$ cat src/rtl/eqh_pkg.sv
package eqh_pkg;

    localparam int HOLD_W = 7;   // bit 0 gain loop, bits 1..6 taps H2..H7

    typedef enum logic {
        VAR_FIVE  = 1'b0,
        VAR_SEVEN = 1'b1
    } eq_variant_e;

    function automatic logic [HOLD_W-1:0] tap_mask(eq_variant_e v);
        return (v == VAR_SEVEN) ? 7'h7F : 7'h1F;
    endfunction

endpackage

$ cat src/rtl/eqh_match.sv
module eqh_match #(
    parameter int DATA_W  = 20,
    parameter int MAX_LAG = 4,
    localparam int LAG_W  = (MAX_LAG > 1) ? $clog2(MAX_LAG) : 1,
    localparam int FILL_W = $clog2(MAX_LAG + 1)
) (
    input  logic              clk,
    input  logic              rst,
    input  logic [DATA_W-1:0] rx_data,
    input  logic              rx_valid,
    input  logic [LAG_W-1:0]  lag_sel,
    output logic              word_match,
    output logic              word_miss
);

    typedef struct packed {
        logic [MAX_LAG-1:0][DATA_W-1:0] hist;
        logic [FILL_W-1:0]              fill;
    } match_st_t;

    match_st_t st_d, st_q;
    logic      equal;

    always_comb begin
        st_d  = st_q;
        equal = 1'b0;
        if (int'(lag_sel) < MAX_LAG) begin
            equal = (int'(st_q.fill) > int'(lag_sel)) && (st_q.hist[lag_sel] == rx_data);
        end
        if (rx_valid) begin
            st_d.hist[0] = rx_data;
            for (int i = 1; i < MAX_LAG; i++) begin
                st_d.hist[i] = st_q.hist[i-1];
            end
            if (int'(st_q.fill) < MAX_LAG) begin
                st_d.fill = st_q.fill + 1'b1;
            end
        end
    end

    always_ff @(posedge clk) begin
        if (rst) begin
            st_q <= '0;
        end else begin
            st_q <= st_d;
        end
    end

    assign word_match = rx_valid && equal;
    assign word_miss  = rx_valid && !equal;

    // without any history no word can match
    p_no_early_match_r1: assert property (@(posedge clk) disable iff (rst)
        (st_q.fill == '0) |-> !word_match);

    // an invalid cycle leaves the history untouched
    p_idle_keeps_hist_r1: assert property (@(posedge clk) disable iff (rst)
        !rx_valid |=> $stable(st_q.hist));

endmodule

$ cat src/rtl/eqh_runs.sv
module eqh_runs #(
    parameter int DATA_W        = 20,
    parameter int RUN_W         = 13,
    parameter int RELEASE_WORDS = 4,
    localparam int MISS_W       = $clog2(RELEASE_WORDS + 1),
    localparam logic [RUN_W-1:0] RUN_MAX = '1
) (
    input  logic              clk,
    input  logic              rst,
    input  logic              word_match,
    input  logic              word_miss,
    output logic [RUN_W-1:0]  run_q,
    output logic [MISS_W-1:0] miss_q
);

    typedef struct packed {
        logic [RUN_W-1:0]  run;
        logic [MISS_W-1:0] miss;
    } runs_st_t;

    runs_st_t     st_d, st_q;
    logic [RUN_W:0] run_sum;

    always_comb begin
        st_d    = st_q;
        run_sum = {1'b0, st_q.run} + (RUN_W+1)'(DATA_W);
        if (word_match) begin
            st_d.run  = (run_sum > {1'b0, RUN_MAX}) ? RUN_MAX : run_sum[RUN_W-1:0];
            st_d.miss = '0;
        end else if (word_miss) begin
            st_d.run = '0;
            if (int'(st_q.miss) < RELEASE_WORDS) begin
                st_d.miss = st_q.miss + 1'b1;
            end
        end
    end

    always_ff @(posedge clk) begin
        if (rst) begin
            st_q <= '0;
        end else begin
            st_q <= st_d;
        end
    end

    assign run_q  = st_q.run;
    assign miss_q = st_q.miss;

    // a mismatch empties the run
    p_miss_clears_run_r2: assert property (@(posedge clk) disable iff (rst)
        word_miss |=> (run_q == '0));

    // a full counter stays full on further matches
    p_run_saturates_r2: assert property (@(posedge clk) disable iff (rst)
        (word_match && run_q == RUN_MAX) |=> (run_q == RUN_MAX));

endmodule

$ cat src/rtl/eqh_hold.sv
module eqh_hold
    import eqh_pkg::*;
#(
    parameter int RUN_W         = 13,
    parameter int THR_FIVE      = 3000,
    parameter int THR_SEVEN     = 4000,
    parameter int RELEASE_WORDS = 4,
    localparam int MISS_W       = $clog2(RELEASE_WORDS + 1)
) (
    input  logic              clk,
    input  logic              rst,
    input  logic              dfe_mode,
    input  logic              seven_tap,
    input  logic [RUN_W-1:0]  run_q,
    input  logic [MISS_W-1:0] miss_q,
    output logic [HOLD_W-1:0] holds,
    output logic              rep_flag
);

    typedef struct packed {
        logic              active;
        logic              rep;
        logic [HOLD_W-1:0] holds;
    } hold_st_t;

    hold_st_t         st_d, st_q;
    eq_variant_e      variant;
    logic [RUN_W-1:0] thr;
    logic             over;

    always_comb begin
        variant = seven_tap ? VAR_SEVEN : VAR_FIVE;
        thr     = (variant == VAR_SEVEN) ? RUN_W'(THR_SEVEN) : RUN_W'(THR_FIVE);
        over    = run_q > thr;
        st_d    = st_q;
        st_d.rep = over;
        if (!dfe_mode) begin
            st_d.active = 1'b0;
        end else if (over) begin
            st_d.active = 1'b1;
        end else if (int'(miss_q) >= RELEASE_WORDS) begin
            st_d.active = 1'b0;
        end
        st_d.holds = st_d.active ? tap_mask(variant) : '0;
    end

    always_ff @(posedge clk) begin
        if (rst) begin
            st_q <= '0;
        end else begin
            st_q <= st_d;
        end
    end

    assign holds    = st_q.holds;
    assign rep_flag = st_q.rep;

    // linear mode silences every hold at the next edge
    p_lpm_quiet_r8: assert property (@(posedge clk) disable iff (rst)
        !dfe_mode |=> (holds == '0));

    // five-tap variant never drives taps H6 and H7
    p_five_mask_r5: assert property (@(posedge clk) disable iff (rst)
        !seven_tap |=> (holds[6:5] == 2'b00));

    // a run above threshold in feedback mode raises the gain hold
    p_set_on_long_run_r3: assert property (@(posedge clk) disable iff (rst)
        (dfe_mode && over) |=> holds[0]);

    // enough consecutive misses with a short run release everything
    p_release_r7: assert property (@(posedge clk) disable iff (rst)
        (!over && int'(miss_q) >= RELEASE_WORDS) |=> (holds == '0));

endmodule

$ cat src/rtl/eq_adapt_hold.sv
module eq_adapt_hold
    import eqh_pkg::*;
#(
    parameter int DATA_W        = 20,
    parameter int MAX_LAG       = 4,
    parameter int THR_FIVE      = 3000,
    parameter int THR_SEVEN     = 4000,
    parameter int RELEASE_WORDS = 4,
    localparam int LAG_W   = (MAX_LAG > 1) ? $clog2(MAX_LAG) : 1,
    localparam int THR_MAX = (THR_FIVE > THR_SEVEN) ? THR_FIVE : THR_SEVEN,
    localparam int RUN_W   = $clog2(THR_MAX + 1) + 1,
    localparam int MISS_W  = $clog2(RELEASE_WORDS + 1)
) (
    input  logic              clk,
    input  logic              rst,
    input  logic [DATA_W-1:0] rx_data,
    input  logic              rx_valid,
    input  logic [LAG_W-1:0]  lag_sel,
    input  logic              dfe_mode,
    input  logic              seven_tap,
    output logic              hold_gain,
    output logic [5:0]        hold_tap,
    output logic              rep_flag
);

    logic              word_match;
    logic              word_miss;
    logic [RUN_W-1:0]  run_q;
    logic [MISS_W-1:0] miss_q;
    logic [HOLD_W-1:0] holds;

    eqh_match #(
        .DATA_W  (DATA_W),
        .MAX_LAG (MAX_LAG)
    ) u_match (
        .clk        (clk),
        .rst        (rst),
        .rx_data    (rx_data),
        .rx_valid   (rx_valid),
        .lag_sel    (lag_sel),
        .word_match (word_match),
        .word_miss  (word_miss)
    );

    eqh_runs #(
        .DATA_W        (DATA_W),
        .RUN_W         (RUN_W),
        .RELEASE_WORDS (RELEASE_WORDS)
    ) u_runs (
        .clk        (clk),
        .rst        (rst),
        .word_match (word_match),
        .word_miss  (word_miss),
        .run_q      (run_q),
        .miss_q     (miss_q)
    );

    eqh_hold #(
        .RUN_W         (RUN_W),
        .THR_FIVE      (THR_FIVE),
        .THR_SEVEN     (THR_SEVEN),
        .RELEASE_WORDS (RELEASE_WORDS)
    ) u_hold (
        .clk       (clk),
        .rst       (rst),
        .dfe_mode  (dfe_mode),
        .seven_tap (seven_tap),
        .run_q     (run_q),
        .miss_q    (miss_q),
        .holds     (holds),
        .rep_flag  (rep_flag)
    );

    assign hold_gain = holds[0];
    assign hold_tap  = holds[6:1];

    // reset leaves every output low at the following edge
    p_reset_clears_r10: assert property (@(posedge clk)
        rst |=> (!hold_gain && hold_tap == '0 && !rep_flag));

endmodule

$ cat config.mk
export PLATFORM = sky130hd
export DESIGN_NAME = eq_adapt_hold
export DESIGN_NICKNAME = d
export VERILOG_FILES = /design/src/rtl/eqh_pkg.sv /design/src/rtl/eqh_match.sv /design/src/rtl/eqh_runs.sv /design/src/rtl/eqh_hold.sv /design/src/rtl/eq_adapt_hold.sv
export SDC_FILE = /design/constraint.sdc
export NUM_CORES = 1
export LEC_CHECK = 0
export BUFFER_PORTS_ARGS = -buffer_cell sky130_fd_sc_hd__buf_2
export CAP_MARGIN = 20
export CORE_MARGIN = 5
export CORE_UTILIZATION = 35
export CTS_CLUSTER_DIAMETER = 200
export DETAILED_ROUTE_END_ITERATION = 8
export MAX_ROUTING_LAYER = met4
export PLACE_DENSITY = 0.54
export SLEW_MARGIN = 20
export SYNTH_ARGS = -nofsm -noshare
export SYNTH_HDL_FRONTEND = slang
export SYNTH_SLANG_ARGS = --single-unit
$ cat constraint.sdc
create_clock -name clk -period 2.7 [get_ports clk]
set_input_delay 0 -clock clk [delete_from_list [all_inputs] [get_ports clk]]
set_output_delay 0 -clock clk [all_outputs]
set_load 0.01 [all_outputs]
### Word level (Yosys, flattened, before mapping)

Cells that the tools add are included.

| storage, ports and cells | value |
|---|---|
| bits in registers | 108 |
| output and inout port bits | 8 |

| operators by class | value |
|---|---|
| $add $sub $neg | 3 |
| magnitude comparators | 7 |
| equal/unequal tests | 1 |
| mux-type cells | 12 |
| bitwise logic cells | 1 |
| reduce and logical (&&, ||, !) cells | 9 |

Operators by type and width:

| operator | number |
|---|---|
| $bmux 20 s2 | 1 |
| $mux 16 | 2 |
| $eq 20x20->1 | 1 |
| $mux 20 | 1 |
| $add 13x5->14 const B | 1 |
| $gt 14x13->1 const B | 1 |
| $gt 13x13->1 | 1 |
| $mux 13 | 1 |
| $mux 11 | 1 |
| $mux 7 | 1 |
| $add 3x1->3 const B | 2 |
| $lt 3x3->1 const B | 2 |
| $mux 1 | 4 |
| $reduce_and 2->1 | 2 |
| $reduce_or 2->1 | 2 |
| $ge 3x3->1 const B | 1 |
| $gt 3x2->1 | 1 |
| $logic_and 1x1->1 | 3 |
| $lt 2x3->1 const B | 1 |
| $mux 3 | 1 |
| $reduce_bool 2->1 | 1 |
| $logic_not 1->1 | 1 |
| $not 1->1 | 1 |

### Longest topological paths before layout

| depth | value |
|---|---|
| depth after elaboration | 8 |
| depth in mapped cells | 12 |
| mapped depth without buffers | 9 |

### Modules after synthesis

A second synthesis with hierarchy kept.

| unflattened totals | value |
|---|---|
| cell total of the unflattened synthesis | 480 |
| area total of the unflattened synthesis | 4921.0 um^2 |

By module, submodules not included:

| module | instances | cells an instance | area each (um^2) |
|---|---|---|---|
| eqh_match | 1 | 360 | 3846.2 |
| eqh_runs | 1 | 87 | 787.0 |
| eqh_hold | 1 | 33 | 287.8 |

### Least setup slack after synthesis

Ideal clock, no wire load.

| timing | value |
|---|---|
| path type | in2reg |
| start | input port lag_sel[1] |
| end | register u_runs.st_q, in the netlist u_runs.run_q[12] |
| library setup time | 0.079 ns |
| arrival time | 2.315 ns |
| required time | 2.621 ns |
| path slack | 0.306 ns |
| stages | 12 |
| buffers on the path | 3 |
| path through | buf_6 -> buf_2 -> inv_1 -> ha_1 -> nor2b_1 -> a2bb2oi_1 -> o221ai_1 -> or4_4 -> nor4_4 -> buf_4 -> nand2_2 -> a211oi_2 |

| between the ends | value |
|---|---|
| word-level cells in the longest chain between the ends | 7 |
| elaborated cells between the ends (all ways) | 10 |

Ends and longest elaborated chain:

| item | line | source |
|---|---|---|
| start, declared | eq_adapt_hold.sv:18 | `input logic [LAG_W-1:0] lag_sel,` |
| $bmux 20 s2 | eqh_match.sv:28 | `equal = (int'(st_q.fill) > int'(lag_sel)) && (st_q.hist[lag_sel] == rx_data);` |
| $mux 20 (not written as such) | eqh_match.sv:28 |  |
| $eq 20x20->1 | eqh_match.sv:28 |  |
| $logic_and 1x1->1 (*) | eqh_match.sv:28 |  |
| $logic_not 1->1 | eqh_match.sv:50 | `assign word_miss = rx_valid && !equal;` |
| $logic_and 1x1->1 | eqh_match.sv:50 |  |
| $reduce_bool 2->1 (no line) | n/a |  |
| end signal, assigned | eqh_runs.sv:42 | `st_q <= st_d;` |
| end, declared | eqh_runs.sv:21 | `runs_st_t st_d, st_q;` |

Mark *: on every way between the ends. The rest lies on a longest branch, timed or not. The select of a mux whose other input is x is not followed.
A chain may end at the register's enable or synchronous reset.

### Worst setup path in the final report

| timing | value |
|---|---|
| start | register u_match.st_q[8] (netlist bit) |
| end | register u_runs.st_q, in the netlist u_runs.run_q[7] |

| between the ends | value |
|---|---|
| word-level cells in the longest chain between the ends | 7 |
| elaborated cells between the ends (all ways) | 9 |

Ends and longest elaborated chain:

| item | line | source |
|---|---|---|
| start, declared | eqh_match.sv:21 | `match_st_t st_d, st_q;` |
| start signal, assigned | eqh_match.sv:45 | `st_q <= st_d;` |
| $bmux 20 s2 (*) | eqh_match.sv:28 |  |
| $mux 20 (not written as such) (*) | eqh_match.sv:28 |  |
| $eq 20x20->1 (*) | eqh_match.sv:28 |  |
| $logic_and 1x1->1 (*) | eqh_match.sv:28 |  |
| $logic_not 1->1 | eqh_match.sv:50 |  |
| $logic_and 1x1->1 | eqh_match.sv:50 |  |
| $reduce_bool 2->1 (no line) | n/a |  |

Marked as above.

==> summary.md <==
| Metric | Value |
|---|---|
| Outcome | `complete, no violations` |
| Number of fillers in the final layout | `1,389` |
| Max-slew violations | `0` |
| Post-layout total power | `3.21 mW` |
| Maximum resistive drop on vdd | `514 uV` |
| Synth Register Bits | `102` |
| Nets | `573` |
| Total half-perimeter wirelength after legalization and detailed placement | `7060 um` |
| Power density over cell area | `560 nW/um^2` |
| Instance count after placement with tap cells included | `683` |
| Total number of yosys warnings | `0` |
| Sink Count | `102` |
| Netlist cell types | `47` |
| Worst-Margin Slew | `0.663 ns` |
| Cell type with the largest total area after synthesis | `sky130_fd_sc_hd__dfxtp_1` |
| Clock-pin slew on the worst setup and hold paths | `0.07 ns` |
| Vias in the first global route | `3,490` |
| Average detailed-routed wire length per instance | `14.1 um` |
| R2R setup slack | `0.18 ns` |
| Count of endpoints failing setup in the final report | `0` |
| Leak pwr | `2.43 nW` |
| Type of origin of the critical path | `flip-flop` |
| Hold violation total from the final report | `0` |
| Crit Path Max Fanout | `14` |
| Critical path arrival | `2.77 ns` |
| All-layer global routing usage | `13.6%` |
| Synthesized instance count | `492` |
| Kind of end point of the critical path | `flip-flop` |
| Worst Hold Path Cells | `2` |
| Sum of negative setup slack | `0 ns` |
| CTS root buf | `sky130_fd_sc_hd__clkbuf_16` |
| Die boundary width | `128 um` |
| Total clock buffers created by CTS | `9` |
| Initial antenna violation count | `0` |
| Cell-by-cell trace of the critical path | `mux4_2, xnor2_1, nand4_1, or4_4, nor4_4, buf_12, nand2_2, o31ai_1` |
| Routability congestion estimate from global placement | `0.795` |
| Shortest period the worst path allows | `2.52 ns` |
| Classification of the worst setup path | `reg2reg` |
| Dominant cell by count in the synthesized netlist | `sky130_fd_sc_hd__dfxtp_1` |
| Fraction of layout cells with a size suffix above 1 | `15.0%` |
| Post-route ant nets | `0` |
| Classification of the worst-slack hold path | `in2reg` |
| I/O pin total | `35` |
| Number of stages on the worst setup path | `8` |
| Primary flip-flop cell chosen by synthesis mapping | `sky130_fd_sc_hd__dfxtp_1` |
| # resized after CTS | `0` |
| Highest achievable clock rate | `397 MHz` |
| Max H-tree Level | `3` |
| Clock insertion delay at the later pin of the skew report | `0.34 ns` |
| Remaining design rule violation count | `0` |
| Post-Place Worst Slack | `0.0487 ns` |
| Overall via count from detail_route | `3,532` |
| Max cap viols | `0` |
| Std-Cell Core Area | `13,800 um^2` |
| Mapped cell area | `4880 um^2` |
| Final instance count without filler cells | `721` |
| Setup repair after global routing missed its margin | `false` |
| Number of diodes | `0` |
| Average size of a mapped cell | `9.92 um^2` |
| Sink of the worst hold path | `u_runs.run_q[12]` |
| Largest net degree at the start of global routing | `62` |
| Worst Path Buf+Inv | `1` |
| Reg2reg end | `u_runs.run_q[7]` |
| DR vias/cell | `4.90` |
| Most instantiated cells after synthesis | `102 x sky130_fd_sc_hd__dfxtp_1, 101 x sky130_fd_sc_hd__nor2_1, 98 x sky130_fd_sc_hd__mux2i_1, 18 x sky130_fd_sc_hd__xnor2_1, 15 x sky130_fd_sc_hd__clkbuf_1` |
| Synth async-reset ratio | `0%` |
| Startpoint of the worst-slack reg-to-reg timing path | `u_match.st_q[8]` |
| Largest stage delay on the critical path | `0.46 ns` |
| Main area contributors after synthesis | `sky130_fd_sc_hd__dfxtp_1 42%, sky130_fd_sc_hd__mux2i_1 20%, sky130_fd_sc_hd__nor2_1 7.8%` |
| Smallest setup slack after layout | `0.179 ns` |
| Number of buffers added to fix hold violations after cts | `23` |
| Number of synthesized flops with an enable pin | `0` |
| Slew Limit Headroom | `55.8%` |
| Die outline height | `128 um` |
| Final routed wirelength across all metal layers | `10,200 um` |
| Final period utilization | `93.4%` |
| Worst-case reg-to-reg path depth | `8` |
| Delay-heaviest family, CP | `simple AND/OR/NAND/NOR gates` |
| Critical path required time | `2.95 ns` |
| Starting utilization of the core area | `35.4%` |
| Floorplan row count | `43` |
| Final setup skew | `0.00927 ns` |
| Start point of the worst min-delay path | `rx_valid` |
| Final core occ | `41.6%` |
| Number of search-and-repair iterations in the first detailed-routing pass | `4` |
| Global route total overflow | `0` |
| CTS tree | `yes` |
| Area growth, synth to finish | `17.5%` |
| Count of buffers added by post-CTS timing repair for setup | `0` |
| Number of buffers added on ports | `34` |
| Top-area cell type share of the netlist area | `41.9%` |
| Part of the Yosys area used for sequential elements | `41.9%` |
| Die Outline Area | `16,400 um^2` |
| Slowest-stage cell, CP | `sky130_fd_sc_hd__mux4_2` |
| Detailed router's first-iteration violation count | `159` |
| First-pass GRT wire length | `17,400 um` |
| Largest buffer count on any clock path | `2` |
| Number of nets in the synthesized netlist | `528` |
layer usage:
layer | GRT usage, % | vias to the layer above | wire, um
li1 | - | 1802 | -
met1 | 17.4 | 1674 | 5010
met2 | 21.2 | 50 | 4710
met3 | 3.79 | 6 | 391
met4 | 3.56 | 0 | 89
met5 | - | - | 0
report_power, final:
| part | internal [mW] | switching [mW] |
|---|---|---|
| Sequential | 1.55 | 0.0307 |
| Clock | 0.764 | 0.540 |
| Combinational | 0.161 | 0.168 |
| Total | 2.47 | 0.738 |
placed cells by master (no fill, tap or decap), drive strengths merged, types with 2 or more instances in the layout:
| cell | netlist | layout |
|---|---|---|
| a41oi | 7 | 7 |
| xor2 | 6 | 6 |
| mux2i | 98 | 98 |
| clkinv | 1 | 3 |
| a21oi | 9 | 9 |
| buf | 21 | 47 |
| o31ai | 7 | 7 |
| nor2b | 5 | 5 |
| dfxtp | 102 | 102 |
| ha | 9 | 9 |
| nand3 | 5 | 5 |
| and3 | 4 | 4 |
| clkbuf | 15 | 12 |
| dlygate4sd3 | 0 | 23 |
| o21ai | 9 | 9 |
| nor4 | 2 | 2 |
| o22ai | 2 | 2 |
| xnor2 | 18 | 18 |
| a211oi | 4 | 4 |
| mux4 | 12 | 12 |
| or2 | 2 | 2 |
| nor3 | 5 | 5 |
| nor3b | 7 | 7 |
| nand2 | 13 | 13 |
| nor2 | 101 | 101 |
| nand2b | 5 | 5 |
| inv | 7 | 7 |
| o221ai | 2 | 2 |
| o21bai | 2 | 2 |
logic make-up after synthesis:
logic type | Yosys count | synth area share, %
adders and majority gates | 9 | 2.31
muxes | 110 | 25.6
xor gates and xnor gates | 24 | 4.31
and+or+nand+nor | 155 | 14.6
AOI/OAI and AO/OA | 48 | 6.85
DFF | 102 | 41.9
buffers and inverters | 44 | 4.41
worst max-delay path by stage:
stage                          start                to  slack [ns]
finish               u_match.st_q[8]   u_runs.run_q[7]        0.18
global route        u_match.st_q[80]   u_runs.run_q[9]        0.03
detailed placement        lag_sel[1]   u_runs.run_q[7]        0.05
floorplan                 lag_sel[1]  u_runs.run_q[12]        0.31
CTS                  u_match.st_q[1]   u_runs.run_q[7]        0.17
global placement          lag_sel[1]   u_runs.run_q[7]        0.10
metrics by stage:
stage | hold slack [ns] | instance area (um^2)
CTS | 0.250 | 5730
detailed placement | 0.209 | 5200
finish | 0.261 | 5730
global placement | 0.214 | 5200
floorplan | 0.122 | 4880
global route | 0.273 | 5730
registers in the layout, indices dropped and copies added (netlist names):
register / count
u_runs.miss_q: 3
u_match.st_q: 83
u_hold.rep_flag: 1
u_runs.run_q: 12
u_hold.holds: 2
u_hold.st_q: 1
area by class of cell:
class / count / area [um^2] / share of cell area [%]
clock buffers: 12 / 256 / 4.47
flip-flops and latches: 102 / 2040 / 35.6
repair buffers: 70 / 515 / 8.99
inverters: 8 / 30.0 / 0.524
well taps: 180 / 225 / 3.93
clock inverters: 3 / 43.8 / 0.764
multi-input cells: 346 / 2620 / 45.7
worst reg2reg max path, delay by kind of cell, from the launching register on:
family,cells,cell delay (ns)
buffers and inverters,1,0.19
flip-flops,1,0.33
AO/OA/AOI/OAI,1,0.30
multiplexers,1,0.46
AND/OR/NAND/NOR,4,0.96
XOR/XNOR,1,0.20
Note: power is estimated with default switching activity, not from simulation.
